File: src/rtl/dbnc_pkg.sv
package dbnc_pkg;
    localparam int CODE_W = 3;
    // largest window is 2^(2^CODE_W - 1) ticks; counter needs 2^CODE_W bits
    localparam int CNT_W  = 1 << CODE_W;

    typedef logic [CODE_W-1:0] code_t;

    typedef struct packed {
        logic             filt;
        logic [CNT_W-1:0] cnt;
        code_t            code;
    } lane_st_t;
endpackage

File: src/rtl/dbnc_ms_tick.sv
module dbnc_ms_tick #(
    parameter int CLKS_PER_MS = 50000
) (
    input  logic clk_i,
    input  logic rst_ni,
    output logic tick_o
);
    localparam int DIV_W = (CLKS_PER_MS > 1) ? $clog2(CLKS_PER_MS) : 1;
    localparam logic [DIV_W-1:0] LAST = DIV_W'(CLKS_PER_MS - 1);

    typedef struct packed {
        logic [DIV_W-1:0] div;
    } tick_st_t;

    tick_st_t st_d, st_q;

    always_comb begin
        st_d = st_q;
        if (st_q.div == LAST) begin
            st_d.div = '0;
        end else begin
            st_d.div = st_q.div + 1'b1;
        end
    end

    always_ff @(posedge clk_i or negedge rst_ni) begin
        if (!rst_ni) begin
            st_q <= '0;
        end else begin
            st_q <= st_d;
        end
    end

    assign tick_o = (st_q.div == LAST);

    assert_div_range_R2: assert property (@(posedge clk_i) disable iff (!rst_ni)
        st_q.div <= LAST);

    generate
        if (CLKS_PER_MS > 1) begin : g_spaced
            assert_tick_spaced_R2: assert property (@(posedge clk_i) disable iff (!rst_ni)
                tick_o |=> !tick_o);
        end
    endgenerate
endmodule

File: src/rtl/dbnc_lane.sv
module dbnc_lane
    import dbnc_pkg::*;
(
    input  logic  clk_i,
    input  logic  rst_ni,
    input  logic  tick_i,
    input  logic  raw_i,
    input  logic  en_i,
    input  code_t code_i,
    output logic  filt_o
);
    lane_st_t st_d, st_q;

    logic             same;
    logic [CNT_W:0]   win_len;
    logic [CNT_W:0]   cnt_inc;

    always_comb begin
        same    = (raw_i == st_q.filt);
        win_len = (CNT_W + 1)'(1) << st_q.code;
        cnt_inc = {1'b0, st_q.cnt} + 1'b1;
        st_d    = st_q;
        if (!en_i) begin
            // bypass: stored level tracks raw, window idle
            st_d.filt = raw_i;
            st_d.cnt  = '0;
            st_d.code = code_i;
        end else if (same) begin
            // idle or interrupted: restart and pick up the current code
            st_d.cnt  = '0;
            st_d.code = code_i;
        end else if (tick_i) begin
            if (cnt_inc == win_len) begin
                st_d.filt = raw_i;
                st_d.cnt  = '0;
            end else begin
                st_d.cnt  = cnt_inc[CNT_W-1:0];
            end
        end
    end

    always_ff @(posedge clk_i or negedge rst_ni) begin
        if (!rst_ni) begin
            st_q <= '0;
        end else begin
            st_q <= st_d;
        end
    end

    assign filt_o = en_i ? st_q.filt : raw_i;

    assert_restart_R5: assert property (@(posedge clk_i) disable iff (!rst_ni)
        (en_i && raw_i == st_q.filt) |=> (st_q.cnt == '0));

    assert_hold_without_tick_R4: assert property (@(posedge clk_i) disable iff (!rst_ni)
        (en_i && !tick_i) |=> $stable(st_q.filt));

    assert_cnt_bound_R3: assert property (@(posedge clk_i) disable iff (!rst_ni)
        {1'b0, st_q.cnt} < win_len);

    assert_code_frozen_R7: assert property (@(posedge clk_i) disable iff (!rst_ni)
        (en_i && raw_i != st_q.filt) |=> $stable(st_q.code));

    assert_bypass_track_R6: assert property (@(posedge clk_i) disable iff (!rst_ni)
        !en_i |=> (st_q.filt == $past(raw_i)));
endmodule

File: src/rtl/dbnc_filter.sv
module dbnc_filter
    import dbnc_pkg::*;
#(
    parameter int NUM_PINS    = 4,
    parameter int CLKS_PER_MS = 50000
) (
    input  logic                       clk_i,
    input  logic                       rst_ni,
    input  logic [NUM_PINS-1:0]        raw_i,
    input  logic [NUM_PINS-1:0]        dbnc_en_i,
    input  logic [NUM_PINS*CODE_W-1:0] period_code_i,
    output logic [NUM_PINS-1:0]        filt_o
);
    logic ms_tick;

    dbnc_ms_tick #(
        .CLKS_PER_MS(CLKS_PER_MS)
    ) u_tick (
        .clk_i (clk_i),
        .rst_ni(rst_ni),
        .tick_o(ms_tick)
    );

    generate
        for (genvar p = 0; p < NUM_PINS; p++) begin : g_lane
            dbnc_lane u_lane (
                .clk_i (clk_i),
                .rst_ni(rst_ni),
                .tick_i(ms_tick),
                .raw_i (raw_i[p]),
                .en_i  (dbnc_en_i[p]),
                .code_i(period_code_i[p*CODE_W +: CODE_W]),
                .filt_o(filt_o[p])
            );
        end
    endgenerate
endmodule

File: config.mk
export PLATFORM = sky130hd
export DESIGN_NAME = dbnc_filter
export DESIGN_NICKNAME = d
export VERILOG_FILES = /design/src/rtl/dbnc_pkg.sv /design/src/rtl/dbnc_ms_tick.sv /design/src/rtl/dbnc_lane.sv /design/src/rtl/dbnc_filter.sv
export SDC_FILE = /design/constraint.sdc
export NUM_CORES = 1
export LEC_CHECK = 0
export BUFFER_PORTS_ARGS = -buffer_cell sky130_fd_sc_hd__clkbuf_2
export CORE_MARGIN = 1.5
export CORE_UTILIZATION = 38
export CTS_CLUSTER_DIAMETER = 40
export DETAILED_ROUTE_END_ITERATION = 16
export PLACE_DENSITY = 0.51
export SETUP_SLACK_MARGIN = 0.05
export SLEW_MARGIN = 20
export SYNTH_ARGS = -nofsm -noshare
export SYNTH_HDL_FRONTEND = slang
export SYNTH_SLANG_ARGS = --single-unit
export TNS_END_PERCENT = 20
File: constraint.sdc
create_clock -name clk_i -period 7.2 [get_ports clk_i]
set_input_delay 0.72 -clock clk_i [delete_from_list [all_inputs] [get_ports clk_i]]
set_output_delay 0.72 -clock clk_i [all_outputs]
set_load 0.01 [all_outputs]
==> flow_metrics.env <==
export IMPL_drv_slew=0
export IMPL_grt_pass1_vias=3475
export IMPL_powerDensity_nw_per_um2=186
export IMPL_syn_cell_area_sq_um=4500
export IMPL_path_clk_slew_ns=0.06
export IMPL_drive_gt1_frac=0.147
export IMPL_area_growth_pct=8.95
export IMPL_min_to="u_tick.st_q[0]"
export IMPL_leakage_nw=1.98
export IMPL_final_hold_viol_count=0
export IMPL_fin_total_pwr_uw=912
export IMPL_vias=3859
export IMPL_final_common_cell="nand2_1"
export IMPL_holdWs_ns=0.495
export IMPL_slew_headroom=0.368
export IMPL_grt_max_degree=65
export IMPL_fp_row_count=39
export IMPL_ys_ff_latch=64
export IMPL_holdPathStages=1
export IMPL_wl_mm=9.85
export IMPL_ys_dominant_reg_cell="dfrtp_1"
export IMPL_worstReg2RegEnd="g_lane[0].u_lane.st_q[11]"
export IMPL_dp_hpwl_mm=6.57
export IMPL_clockBufferDepth=2
export IMPL_cts_root_buf="clkbuf_16"
export IMPL_diodes=0
export IMPL_seq_area_frac_synth=0.356
export IMPL_min_from="u_tick.st_q[0]"
export IMPL_end_kind="flip-flop"
export IMPL_routed_via_density=5.68
export IMPL_cts_num_sinks=64
export IMPL_status="complete, no violations"
export IMPL_dr_pass1_iters=5
export IMPL_start_util=0.392
export IMPL_routedWlPerCell_microns=14.5
export IMPL_port_buffers=25
export IMPL_worstPathArrival_ns=3.70
export IMPL_drtAntennaViolNets=0
export IMPL_tightestPinTransition_ns=0.947
export IMPL_ir_worst_vdd_mv=0.133
export IMPL_grt_overflow_total=0
export IMPL_rsz0062_at_grt="false"
export IMPL_finalWeightedCongestion=0.799
export IMPL_cts_tree="built"
export IMPL_die_height_microns=112
export IMPL_antenna_found_initial=0
export IMPL_cts_setup_buffers=0
export IMPL_cts_max_level=3
export IMPL_rr_worst_depth=8
export IMPL_rr_startpoint="g_lane[0].u_lane.st_q[3]"
export IMPL_final_net_count=559
export IMPL_die_width_microns=112
export IMPL_drtIter0Drc=208
export IMPL_clock_latency_ns=0.34
export IMPL_syn_nets=566
export IMPL_critPathMaxFanout=12
export IMPL_post_route_drc_count=0
export IMPL_tns_ns=0
export IMPL_grt_pass1_wl_mm=17.1
export IMPL_layout_common_cells="nand2_1, dfrtp_1, nand3_1"
export IMPL_pin_count=26
export IMPL_period_share=0.483
export IMPL_required_ns=7.42
export IMPL_r2r_setup_slack_ns=3.72
export IMPL_clock_skew_ns=0.00949
export IMPL_hp_class="reg2reg"
export IMPL_synth_async_reset_ratio=1.00
export IMPL_grt_usage=0.168
export IMPL_timing_fmax_ghz=0.287
export IMPL_fill_cells=1145
export IMPL_syn_mean_instance_area_sq_um=8.35
export IMPL_drv_cap=0
export IMPL_setup_viol=0
export IMPL_core_area_sq_um=11500
export IMPL_synth_distinct_cells=68
export IMPL_fin_crit_ns=3.48
export IMPL_synthCells=539
export IMPL_crit_path_start_kind="flip-flop"
export IMPL_numCtsBuffers=9
export IMPL_cts_resized=0
export IMPL_worst_setup_path_type="reg2reg"
export IMPL_synth_warnings=0
export IMPL_synth_edf_count=0
export IMPL_hold_buffers=0
export IMPL_dieArea_sq_um=12500
-- Yosys cell counts, types with 3 or more instances --
cell type | instances | area share
nand3b_1 | 3 | 0.0050
a31o_2 | 6 | 0.012
o31ai_1 | 3 | 0.0050
a31oi_1 | 7 | 0.0097
nand3_1 | 39 | 0.043
nor3b_1 | 10 | 0.017
xor2_1 | 20 | 0.039
a21oi_1 | 38 | 0.042
xnor2_1 | 15 | 0.029
nor3_1 | 17 | 0.019
nand2b_1 | 9 | 0.013
buf_4 | 4 | 0.0067
mux2_2 | 18 | 0.045
buf_2 | 5 | 0.0056
ha_1 | 5 | 0.014
nor4_1 | 3 | 0.0042
clkbuf_1 | 34 | 0.028
or4_1 | 8 | 0.013
o211ai_1 | 4 | 0.0067
o21a_1 | 3 | 0.0050
inv_1 | 8 | 0.0067
and3_1 | 10 | 0.014
or2_2 | 3 | 0.0042
mux2i_1 | 5 | 0.011
or3_1 | 8 | 0.011
nand4_1 | 10 | 0.014
o2111ai_1 | 3 | 0.0058
nor2b_1 | 7 | 0.0097
o21ai_0 | 21 | 0.023
nor2_1 | 27 | 0.023
nand2_1 | 74 | 0.062
dfrtp_1 | 64 | 0.36
-- critical path, stage by stage, from the launching register on --
cell and delay (ns):
dfrtp_1 0.51, ha_1 0.39, nand3_1 0.22, or3_1 0.41, a2111o_1 0.42, o211a_1 0.11
or4_1 0.69, o21ai_0 0.26, mux2_2 0.35
-- sequential cells by signal, summed over array words and instances, names as in the netlist --
name and cells:
g_lane.u_lane.st_q 48, u_tick.st_q 16
-- layout make-up --
class                   instances  area [sq um]  share of cell area
clock inverters                 4          28.8             0.00587
well taps                     143           179              0.0365
flip-flops and latches         64          1600               0.327
clock buffers                  12           256              0.0523
repair buffers                 28           148              0.0301
inverters                       8          30.0             0.00612
multi-input cells             421          2660               0.542
-- where the power goes --
part | switching [mW] | total, mW | internal (mW)
Clock | 0.169 | 0.420 | 0.252
Combinational | 0.0547 | 0.100 | 0.0453
Sequential | 0.0217 | 0.392 | 0.370
Total | 0.245 | 0.912 | 0.667
-- per-stage QoR --
stage | util | std cells | setup slack [ns] | cell area (sq um)
5_1_grt | 0.428 | 680 | 3.46 | 4900
3_5_place_dp | 0.403 | 664 | 3.77 | 4620
4_1_cts | 0.428 | 680 | 3.75 | 4900
3_3_place_gp | 0.403 | 664 | 3.85 | 4620
2_1_floorplan | - | 539 | 4.34 | 4500
6_report | 0.428 | 680 | 3.72 | 4900
-- logic make-up after synthesis --
logic type | after synthesis | share of synthesized area
buffers and inverters | 54 | 0.0531
DFF | 64 | 0.356
muxes | 23 | 0.0562
AOI/OAI and AO/OA | 108 | 0.155
and+or+nand+nor | 249 | 0.293
xor gates and xnor gates | 36 | 0.0731
adders and majority gates | 5 | 0.0139
-- metal layers --
metal | share of wire | vias up | global-route usage
met2 | 0.45 | 75 | 0.251
met5 | 0 | - | 0
met1 | 0.50 | 1839 | 0.235
met3 | 0.038 | 10 | 0.0419
li1 | - | 1935 | -
met4 | 0.016 | 0 | 0.0616
-- how the worst max path moves through the flow --
stage / start / slack, ns / end / cells after the start
final: g_lane[0].u_lane.st_q[3] / 3.72 / g_lane[0].u_lane.st_q[11] / 8
after global routing: g_lane[0].u_lane.st_q[3] / 3.46 / g_lane[0].u_lane.st_q[11] / 8
after CTS: g_lane[0].u_lane.st_q[3] / 3.75 / g_lane[0].u_lane.st_q[11] / 8
after detailed placement: g_lane[0].u_lane.st_q[3] / 3.77 / g_lane[0].u_lane.st_q[11] / 8
after global placement: g_lane[0].u_lane.st_q[3] / 3.85 / g_lane[0].u_lane.st_q[11] / 8
after floorplan: g_lane[0].u_lane.st_q[4] / 4.34 / g_lane[0].u_lane.st_q[11] / 9
Note: power is estimated with default switching activity, not from simulation.
